**src/rtl/irq_pkg.sv**
```systemverilog
package irq_pkg;
   typedef enum logic {
      EDGE_FALL = 1'b0,
      EDGE_RISE = 1'b1
   } edge_mode_e;
endpackage

```
**src/rtl/irq_pin_sync.sv**
```systemverilog
module irq_pin_sync
   import irq_pkg::*;
#(
   parameter int         STAGES    = 2,
   parameter edge_mode_e EDGE_MODE = EDGE_FALL
) (
   input  logic clk,
   input  logic rst_n,
   input  logic pin_i,
   output logic event_o
);
   localparam logic IDLE = (EDGE_MODE == EDGE_FALL);
   localparam int   LAST = STAGES - 1;

   if (STAGES < 2) begin : g_bad_stages
      $error("irq_pin_sync: STAGES must be at least 2");
   end

   logic [STAGES-1:0] chain_q;
   logic              prev_q;

   always_ff @(posedge clk or negedge rst_n) begin
      if (!rst_n) begin
         chain_q <= {STAGES{IDLE}};
         prev_q  <= IDLE;
      end else begin
         chain_q <= {chain_q[STAGES-2:0], pin_i};
         prev_q  <= chain_q[LAST];
      end
   end

   if (EDGE_MODE == EDGE_FALL) begin : g_fall
      assign event_o = prev_q & ~chain_q[LAST];
   end else begin : g_rise
      assign event_o = ~prev_q & chain_q[LAST];
   end

   AST_EVT_SINGLE: assert property (@(posedge clk) disable iff (!rst_n)
      event_o |=> !event_o);
endmodule

```
**src/rtl/irq_flag_core.sv**
```systemverilog
module irq_flag_core #(
   parameter int DATA_W   = 8,
   parameter int FLAG_BIT = 3,
   parameter int CLR_BIT  = 1
) (
   input  logic              clk,
   input  logic              rst_n,
   input  logic              set_i,
   input  logic              vec_fetch_i,
   input  logic              wr_i,
   input  logic [DATA_W-1:0] wdata_i,
   output logic              flag_o
);
   if (FLAG_BIT == CLR_BIT || FLAG_BIT >= DATA_W || CLR_BIT >= DATA_W) begin : g_bad_bits
      $error("irq_flag_core: flag and clear bit positions must differ and fit DATA_W");
   end

   logic sw_clr, clr;
   assign sw_clr = wr_i & wdata_i[CLR_BIT];
   assign clr    = sw_clr | vec_fetch_i;

   always_ff @(posedge clk or negedge rst_n) begin
      if (!rst_n)     flag_o <= 1'b0;
      else if (set_i) flag_o <= 1'b1;
      else if (clr)   flag_o <= 1'b0;
   end

   AST_SET_WINS: assert property (@(posedge clk) disable iff (!rst_n)
      set_i |=> flag_o);
   AST_VEC_CLEARS: assert property (@(posedge clk) disable iff (!rst_n)
      (vec_fetch_i && !set_i) |=> !flag_o);
   AST_SW_CLEARS: assert property (@(posedge clk) disable iff (!rst_n)
      (wr_i && wdata_i[CLR_BIT] && !set_i) |=> !flag_o);
   AST_WRITE_NO_SET: assert property (@(posedge clk) disable iff (!rst_n)
      (!set_i && !vec_fetch_i && !flag_o) |=> !flag_o);
endmodule

```
**src/rtl/irq_flag_unit.sv**
```systemverilog
module irq_flag_unit
   import irq_pkg::*;
#(
   parameter int         DATA_W    = 8,
   parameter int         N_PORT    = 4,
   parameter int         SYNC_DEPTH = 2,
   parameter int         FLAG_BIT  = 3,
   parameter int         CLR_BIT   = 1,
   parameter edge_mode_e EDGE_MODE = EDGE_FALL
) (
   input  logic              clk,
   input  logic              rst_n,
   input  logic              reg_sel,
   input  logic              reg_wr,
   input  logic [DATA_W-1:0] reg_wdata,
   output logic [DATA_W-1:0] reg_rdata,
   input  logic              vec_fetch,
   input  logic              ext_int_n,
   input  logic [N_PORT-1:0] port_int_n,
   input  logic              port_int_en,
   input  logic              int_mask,
   output logic              int_req
);
   if (N_PORT < 1) begin : g_bad_port
      $error("irq_flag_unit: N_PORT must be at least 1");
   end

   logic              ext_evt;
   logic [N_PORT-1:0] port_evt;
   logic              any_evt;
   logic              flag;

   irq_pin_sync #(.STAGES(SYNC_DEPTH), .EDGE_MODE(EDGE_MODE)) u_ext_sync (
      .clk(clk), .rst_n(rst_n), .pin_i(ext_int_n), .event_o(ext_evt));

   for (genvar p = 0; p < N_PORT; p++) begin : g_port
      irq_pin_sync #(.STAGES(SYNC_DEPTH), .EDGE_MODE(EDGE_MODE)) u_sync (
         .clk(clk), .rst_n(rst_n), .pin_i(port_int_n[p]), .event_o(port_evt[p]));
   end

   assign any_evt = ext_evt | (port_int_en & (|port_evt));

   irq_flag_core #(.DATA_W(DATA_W), .FLAG_BIT(FLAG_BIT), .CLR_BIT(CLR_BIT)) u_core (
      .clk(clk), .rst_n(rst_n), .set_i(any_evt), .vec_fetch_i(vec_fetch),
      .wr_i(reg_sel & reg_wr), .wdata_i(reg_wdata), .flag_o(flag));

   always_comb begin
      reg_rdata = '0;
      if (reg_sel) reg_rdata[FLAG_BIT] = flag;
   end

   assign int_req = flag & ~int_mask;

   AST_MASK_BLOCKS: assert property (@(posedge clk) disable iff (!rst_n)
      int_mask |-> !int_req);
   AST_PORT_GATED: assert property (@(posedge clk) disable iff (!rst_n)
      (!port_int_en && !ext_evt && !vec_fetch && !flag) |=> !flag);
   AST_CLR_READS_ZERO: assert property (@(posedge clk) disable iff (!rst_n)
      reg_rdata[CLR_BIT] == 1'b0);
endmodule

```
**config.mk**
```make
export PLATFORM = sky130hd
export DESIGN_NAME = irq_flag_unit
export DESIGN_NICKNAME = d
export VERILOG_FILES = /design/src/rtl/irq_pkg.sv /design/src/rtl/irq_pin_sync.sv /design/src/rtl/irq_flag_core.sv /design/src/rtl/irq_flag_unit.sv
export SDC_FILE = /design/constraint.sdc
export NUM_CORES = 1
export LEC_CHECK = 0
export BUFFER_PORTS_ARGS = -buffer_cell sky130_fd_sc_hd__buf_2
export CAP_MARGIN = 20
export CORE_ASPECT_RATIO = 0.8
export CORE_MARGIN = 10
export CORE_UTILIZATION = 26
export DETAILED_ROUTE_END_ITERATION = 7
export PLACE_DENSITY = 0.6
export SYNTH_ARGS = -nofsm -noshare
export SYNTH_HDL_FRONTEND = slang
export SYNTH_SLANG_ARGS = --single-unit
export TNS_END_PERCENT = 100
```
**constraint.sdc**
```tcl
create_clock -name clk -period 1.1 [get_ports clk]
set_input_delay 0.22 -clock clk [delete_from_list [all_inputs] [get_ports clk]]
set_output_delay 0.22 -clock clk [all_outputs]
set_load 0.05 [all_outputs]
```
## Word level (Yosys, flattened, before mapping)

Index checks and enable logic that the tools add are counted.

| cells by class | value |
|---|---|
| muxes and demuxes | 3 |
| bitwise operators | 17 |
| reduce and logical (&&, ||, !) cells | 2 |

Operators by type and width:

| cell | number |
|---|---|
| $and 1x1->1 | 9 |
| $not 1->1 | 6 |
| $reduce_or 4->1 | 1 |
| $mux 1 | 3 |
| $or 1x1->1 | 2 |
| $reduce_bool 2->1 | 1 |

| word-level totals | value |
|---|---|
| register bits after elaboration | 16 |
| output and inout bits | 9 |
| word-level logic and storage cells | 33 |

## Longest topological paths before layout

Gate-level depths: netlist (run 1).

| depth | value |
|---|---|
| word-level depth | 6 |
| mapped depth | 3 |
| gate-level depth less buffers | 3 |

## Cells and area by module

Synthesis (run 1) repeated with hierarchy kept, for this count alone.

| unflattened totals | value |
|---|---|
| cells, all modules | 37 |
| area total of the unflattened synthesis | 594.3 µm² |

By module, submodules not included:

| module | instances | cells each | area each (µm²) |
|---|---|---|---|
| irq_pin_sync | 5 | 4 | 92.6 |
| irq_flag_unit | 1 | 13 | 90.1 |
| irq_flag_core | 1 | 4 | 41.3 |

## Worst setup path after synthesis (run 1)

Ideal clock, no wire load.

| timing | value |
|---|---|
| path type | register -> output |
| start point | reg u_core.flag_o |
| end point | out int_req |
| arrival time | 1017 ps |
| setup slack | -137 ps |
| stages on the path, launching flop included | 3 |
| path buffers | 0 |
| path through | dfrtp_1 -> inv_1 -> nor2_1 |

| on the way | value |
|---|---|
| cells in the longest elaborated chain, start to end | 1 |

Ends and longest elaborated chain:

| what | RTL line | source |
|---|---|---|
| start, declared | irq_flag_core.sv:12 | `output logic flag_o` |
| start signal, assigned | irq_flag_core.sv:23 | `if (!rst_n) flag_o <= 1'b0;` |
| start signal, assigned | irq_flag_core.sv:24 | `else if (set_i) flag_o <= 1'b1;` |
| start signal, assigned | irq_flag_core.sv:25 | `else if (clr) flag_o <= 1'b0;` |
| $and 1x1->1 | irq_flag_unit.sv:52 | `assign int_req = flag & ~int_mask;` |
| end, declared | irq_flag_unit.sv:22 | `output logic int_req` |

No other way between the ends.

## Worst setup path in the final report (run 1)

| timing | value |
|---|---|
| start point | reg u_core.flag_o |
| end point | out reg_rdata[3] |

| on the way | value |
|---|---|
| cells in the longest elaborated chain, start to end | 1 |

Ends and longest elaborated chain:

| what | RTL line | source |
|---|---|---|
| $mux 1 | irq_flag_unit.sv:49 | `if (reg_sel) reg_rdata[FLAG_BIT] = flag;` |
| end, declared | irq_flag_unit.sv:16 | `output logic [DATA_W-1:0] reg_rdata,` |

No other way between the ends.

==> results.sh, run 1 <==
export IMPL_status="finished, violations left"
export IMPL_failed_checks="negative setup slack"
export IMPL_power_density_mw_per_mm2=1699
export IMPL_num_antenna_cells=0
export IMPL_viasPerCell=3.590
export IMPL_hold_viol_final=0
export IMPL_antenna_found_initial=0
export IMPL_startpoint_type="flop"
export IMPL_drive_gt1_frac=0.7037
export IMPL_gp_congestion=0.5830
export IMPL_critical_path_class="flop to primary output"
export IMPL_grt_pass1_wl_um=1400
export IMPL_dr_first_iter_drc_count=4
export IMPL_worstReg2RegStart="g_port[0].u_sync.chain_q[1]"
export IMPL_yosysWarnings=0
export IMPL_place_ws_ps=-57.79
export IMPL_routed_wirelength_um=765
export IMPL_p_leak_nw=0.3171
export IMPL_final_cell_mix="dfstp_2, buf_2, conb_1"
export IMPL_vias=280
export IMPL_fin_skew_ps=4.258
export IMPL_ant_nets=0
export IMPL_cts_root_buf="clkbuf_4"
export IMPL_setup_viol=3
export IMPL_synthToLayoutAreaGrowth_pct=27.19
export IMPL_synthCells=35
export IMPL_placedCellCount=72
export IMPL_ff_latch_area_sq_um=419.2
export IMPL_cts_buffers_inserted=3
export IMPL_start_util=0.2818
export IMPL_crit_family="flip-flops"
export IMPL_dpl_instance_area_sq_um=615.6
export IMPL_dr_wl_met3_um=133
export IMPL_fin_crit_ps=1168
export IMPL_avgSynthCellArea_sq_um=15.51
export IMPL_wl_met2_um=351
export IMPL_min_delay_start="ext_int_n"
export IMPL_power_total_mw=1.174
export IMPL_worst_slack_ps=-68.32
export IMPL_finalCritPeriodShare=1.062
export IMPL_cts_tree="built"
export IMPL_die_area_sq_mm=0.004328
export IMPL_num_fill_cells=187
export IMPL_wl_per_cell_um=9.808
export IMPL_layout_nets=75
export IMPL_drc=0
export IMPL_die_x_um=71.10
export IMPL_final_max_slew_violation_count=0
export IMPL_hp_class="primary input to flop"
export IMPL_row_count=14
export IMPL_path_cells="and2_4 > buf_6"
export IMPL_core_area_sq_mm=0.001927
export IMPL_io_pins=29
export IMPL_netlist_area_sq_um=543.0
export IMPL_vdd_drop_max_uv=869.5
export IMPL_clkSinkCount=16
export IMPL_die_h_um=60.88
export IMPL_crit_path_start="u_core.flag_o"
export IMPL_multi_input_area_sq_um=93.84
export IMPL_synthTopCellsByArea="dfstp_2, buf_4, dfrtp_1, nand2b_1, inv_1"
export IMPL_yosysUniqueCellTypes=11
export IMPL_grt_ovfl_total=0
export IMPL_numPortBuffers=14
export IMPL_slowest_delay_ps=390
export IMPL_first_global_vias=329
export IMPL_drt_pass1_iter_count=2
export IMPL_synth_top_area_frac=0.7258
export IMPL_cpMaxStageDelayCell="dfrtp_1"
export IMPL_endpoint_kind="primary output"
export IMPL_cap_violations=0
export IMPL_fmax_mhz=855.9
export IMPL_layout_cells_non_filler=78
export IMPL_cts_max_path_buffers=2
export IMPL_critPathRequiredTime_ps=880
export IMPL_hpwl_um=659.7
export IMPL_worstPathMaxFanout=2
export IMPL_arrival_ps=950
export IMPL_crit_buf_inv=1
export IMPL_cts_clk_slew_worst_paths_ps=90
export IMPL_wl_met1_um=280
export IMPL_highest_layer="met3"
export IMPL_yosysTopAreaCell="dfstp_2"
export IMPL_rsz0062_at_grt="yes"
export IMPL_synth_seq_cells=16
export IMPL_final_cell_area_sq_um=690.7
export IMPL_ys_seq_area_frac=0.7719
export IMPL_grt_max_degree=17
export IMPL_grt_usage=0.04055
export IMPL_cts_htree_levels=1
export IMPL_final_common_cell="dfstp_2"
export IMPL_clock_latency_ps=270
-- through the flow --
step	utilization	hold slack, ps	TNS (ps)
after global routing	0.3584	20.98	-390.2
after floorplan	-	-75.59	0
after CTS	0.3513	28.05	-204.4
after detailed placement	0.3195	136.7	-57.79
final	0.3584	36.63	-176.8
after global placement	0.3195	128.6	-42.47
-- power breakdown --
part	switching (mW)	internal, mW
Sequential	0.0118	0.642
Combinational	0.107	0.0508
Clock	0.161	0.201
-- path summary, 6_finish.rpt --
kind | to | slack (ps) | depth (start not counted)
worst max-delay path | reg_rdata[3] | -70 | 2
worst min-delay path | u_ext_sync.chain_q[0] | 40 | 1
worst max register to register | u_core.flag_o | -70 | 3
worst min register to register | g_port[1].u_sync.chain_q[1] | 360 | 0
max in group asynchronous | g_port[1].u_sync.chain_q[0] | 450 | 2
min in group asynchronous | u_core.flag_o | 360 | 2
-- registers in the layout, indices dropped and copies added (netlist names) --
| signal | flops |
|---|---|
| u_ext_sync.prev_q | 1 |
| g_port.u_sync.prev_q | 4 |
| u_ext_sync.chain_q | 2 |
| u_core.flag_o | 1 |
| g_port.u_sync.chain_q | 8 |
-- repair_timing --
action / CTS / global route
pin swaps: 1 / 0
buffers inserted: 0 / 1
endpoints found under the setup margin: 3 / 3
endpoints found under the hold margin: 1 / 0
hold buffers: 1 / 0
resized for setup: 5 / 2
-- final cells by class --
cell class              count  area share
flip-flops and latches     16      0.6069
repair buffers             16      0.1449
multi-input cells          15      0.1359
clock buffers               4     0.05254
well taps                  24     0.04348
inverters                   3     0.01630
-- cells in the mapped netlist (all sizes together) --
library cell / count
dfstp: 15
buf: 7
inv: 3
nand2b: 3
a221o: 1
a311oi: 1
and2: 1
conb: 1
dfrtp: 1
nor2: 1
o2111ai: 1
-- logic make-up after synthesis --
kind of cell    share of synthesized area
compound gates                    0.05070
buf+inv                            0.1175
flops                              0.7719
other cells                      0.006906
simple gates                      0.05300
-- layer usage --
metal / up-vias / global-route usage
li1: 136 / -
met1: 128 / 0.04259
met2: 16 / 0.05703
met3: 0 / 0.03100
met4: 0 / 0.02479
met5: - / 0
Note: power is estimated with default switching activity, not from simulation.
==> inputs of run 2 (changes only) <==
--- a/config.mk
+++ b/config.mk
@@ -5,6 +5,7 @@
 export SDC_FILE = /design/constraint.sdc
 export NUM_CORES = 1
 export LEC_CHECK = 0
+export ABC_AREA = 1
 export BUFFER_PORTS_ARGS = -buffer_cell sky130_fd_sc_hd__buf_2
 export CAP_MARGIN = 20
 export CORE_ASPECT_RATIO = 0.8
==> run 2 against run 1 <==
  * The flow still finishes with violations (negative setup slack)
  * Register-to-register slack better by 220 ps
  * Worst hold slack got worse by 3.0 ps
  * Sequential power is essentially flat
  * Global-route usage shrank 0.19 points
  * Via count up 6.4%
  * Sequential share of layout area up 0.11 points
  * Worst setup slack worse by 7.6 ps
  * Non-clock buffer count fell by 1
  * Final cell count is 12% higher
  * Clock-buffer cell count stayed put
  * Combinational power is 4% lower
  * Synthesized area up 2.8%
==> results.sh, run 2 <==
export IMPL_fin_skew_ps=1.665
export IMPL_die_area_sq_mm=0.004411
export IMPL_async_flop_share=1.000
export IMPL_startpoint_type="flop"
export IMPL_yosysUniqueCellTypes=10
export IMPL_die_h_um=61.44
export IMPL_status="finished, violations left"
export IMPL_clock_latency_ps=270
export IMPL_cpMaxStageDelayCell="dfrtp_1"
export IMPL_wl_per_cell_um=9.322
export IMPL_min_delay_start="port_int_n[3]"
export IMPL_cts_clk_slew_worst_paths_ps=90
export IMPL_rr_worst_depth=5
export IMPL_grt_usage=0.03866
export IMPL_io_pins=29
export IMPL_hold_viol_final=0
export IMPL_vias=298
export IMPL_worstPathMaxFanout=2
export IMPL_arrival_ps=960
export IMPL_failed_checks="negative setup slack"
export IMPL_num_fill_cells=211
export IMPL_layout_cells_non_filler=87
export IMPL_die_x_um=71.80
export IMPL_largest_registers="g_port.u_sync.chain_q (8), g_port.u_sync.prev_q (4), u_ext_sync.chain_q (2)"
export IMPL_dr_first_iter_drc_count=4
export IMPL_cts_tree="built"
export IMPL_finalCritPeriodShare=1.069
export IMPL_cts_root_buf="clkbuf_4"
export IMPL_cts_htree_levels=1
export IMPL_synth_top_area_frac=0.7063
export IMPL_path_cells="inv_1 > nor2_2 > buf_6"
export IMPL_hold_depth=1
export IMPL_worst_slack_ps=-75.94
export IMPL_netlist_area_sq_um=558.0
export IMPL_fin_crit_ps=1176
export IMPL_critPathRequiredTime_ps=880
export IMPL_start_util=0.2844
export IMPL_final_cell_area_sq_um=689.4
export IMPL_numPortBuffers=14
export IMPL_final_common_cell="dfstp_2"
export IMPL_synthCells=45
export IMPL_antenna_found_initial=0
export IMPL_hp_class="primary input to flop"
export IMPL_synthToLayoutAreaGrowth_pct=23.54
export IMPL_grt_ovfl_total=0
export IMPL_critical_path_class="flop to primary output"
export IMPL_largest_reg_flops=8
export IMPL_cts_max_path_buffers=2
export IMPL_ff2ff_setup_slack_ps=150
export IMPL_num_antenna_cells=0
export IMPL_drt_pass1_iter_count=2
export IMPL_yosysTopAreaCell="dfstp_2"
export IMPL_synthTopCellsByArea="dfstp_2, buf_4, nand2_1, inv_1, dfrtp_1"
export IMPL_vdd_drop_max_uv=847.3
export IMPL_first_global_vias=310
export IMPL_grt_pass1_wl_um=1359
export IMPL_avgSynthCellArea_sq_um=12.40
export IMPL_gp_congestion=0.6858
export IMPL_dpl_instance_area_sq_um=630.6
export IMPL_place_ws_ps=145.1
export IMPL_drc=0
export IMPL_r2r_end="u_core.flag_o"
export IMPL_worstReg2RegStart="g_port[3].u_sync.chain_q[1]"
export IMPL_clkSinkCount=16
export IMPL_final_max_slew_violation_count=0
export IMPL_row_count=14
export IMPL_final_cell_mix="dfstp_2, buf_2, nand2_1"
export IMPL_cts_buffers_inserted=3
export IMPL_core_area_sq_mm=0.001962
export IMPL_netlist_top_cells_count="dfstp_2, nand2_1, buf_4, inv_1, nor2_1"
export IMPL_endpoint_kind="primary output"
export IMPL_power_density_mw_per_mm2=1702
export IMPL_yosysWarnings=0
export IMPL_placedCellCount=82
export IMPL_ant_nets=0
export IMPL_routed_wirelength_um=811
export IMPL_drive_gt1_frac=0.5397
export IMPL_cap_violations=0
export IMPL_rsz0062_at_grt="yes"
export IMPL_ys_seq_area_frac=0.7511
export IMPL_final_setup_tns_ps=-106.9
export IMPL_p_leak_nw=0.3489
export IMPL_hold_end="g_port[3].u_sync.chain_q[0]"
export IMPL_viasPerCell=3.425
export IMPL_setup_viol=2
export IMPL_top_register="g_port.u_sync.chain_q"
export IMPL_power_total_mw=1.174
export IMPL_fmax_mhz=850.4
export IMPL_synth_ff_type="dfstp_2"
export IMPL_slowest_delay_ps=360
export IMPL_yosys_cell_count_top_type="dfstp_2"
export IMPL_synth_seq_cells=16
export IMPL_synth_edf_count=0
export IMPL_grt_max_degree=17
export IMPL_layout_nets=84
[run 2: cell types whose count changed in the layout (fill, tap and decap cells not counted), moves of 2 or more]
cell	previous run	this run
nand2_1	0	8
nand2b_1	3	0
nor2_1	0	2
inv_1	2	7
[run 2: cells by family after synthesis]
group,Yosys count,share of synthesized area
AOI/OAI and AO/OA,2,0.01792
DFF,16,0.7511
other,1,0.006720
and+or+nand+nor,12,0.08295
buffers and inverters,14,0.1413
[run 2: final cells by class]
class | count | area (sq um) | share of cell area
Clock buffer | 4 | 36.28 | 0.05263
Timing Repair Buffer | 15 | 92.59 | 0.1343
Multi-Input combinational cell | 21 | 85.08 | 0.1234
Sequential cell | 16 | 419.2 | 0.6080
Inverter | 7 | 26.28 | 0.03811
Tap cell | 24 | 30.03 | 0.04356
[run 2: worst max path at each step]
stage | startpoint | endpoint | slack (ps)
2_1_floorplan | u_core.flag_o | int_req | 100
3_5_place_dp | u_core.flag_o | int_req | 150
4_1_cts | u_core.flag_o | int_req | -100
5_1_grt | u_core.flag_o | int_req | -140
6_report | u_core.flag_o | int_req | -80
3_3_place_gp | u_core.flag_o | int_req | 170
[run 2: where the power goes]
part | internal (mW) | switching (mW)
Clock | 0.201 | 0.167
Combinational | 0.0407 | 0.111
Sequential | 0.642 | 0.0111
[run 2: timing repair]
| action | in CTS | in global routing |
|---|---|---|
| endpoints found under the hold margin | 1 | 0 |
| resized for setup | 4 | 0 |
| hold buffers | 1 | 0 |
| cloned | 0 | 0 |
| endpoints found under the setup margin | 2 | 2 |
| setup buffers | 0 | 0 |
| pin swaps | 1 | 1 |
[run 2: critical path: cells and delay by family, from the launching register on]
family                 cells  cell delay [ps]
buffers and inverters      2              230
AND/OR/NAND/NOR            1              100
flip-flops                 1              360
[run 2: routing by layer]
| metal | track usage | vias to the layer above | share of wire |
|---|---|---|---|
| met5 | 0 | - | 0 |
| met2 | 0.04397 | 22 | 0.30 |
| li1 | - | 154 | - |
| met3 | 0.04984 | 0 | 0.21 |
| met1 | 0.04453 | 122 | 0.49 |
| met4 | 0 | 0 | 0 |
[run 2: stage by stage]
stage                     hold WS, ps  utilization
after floorplan                -75.59            -
after global placement          134.0       0.3214
after detailed placement        140.4       0.3214
after CTS                       22.24       0.3514
after global routing            8.700       0.3514
final                           33.62       0.3514
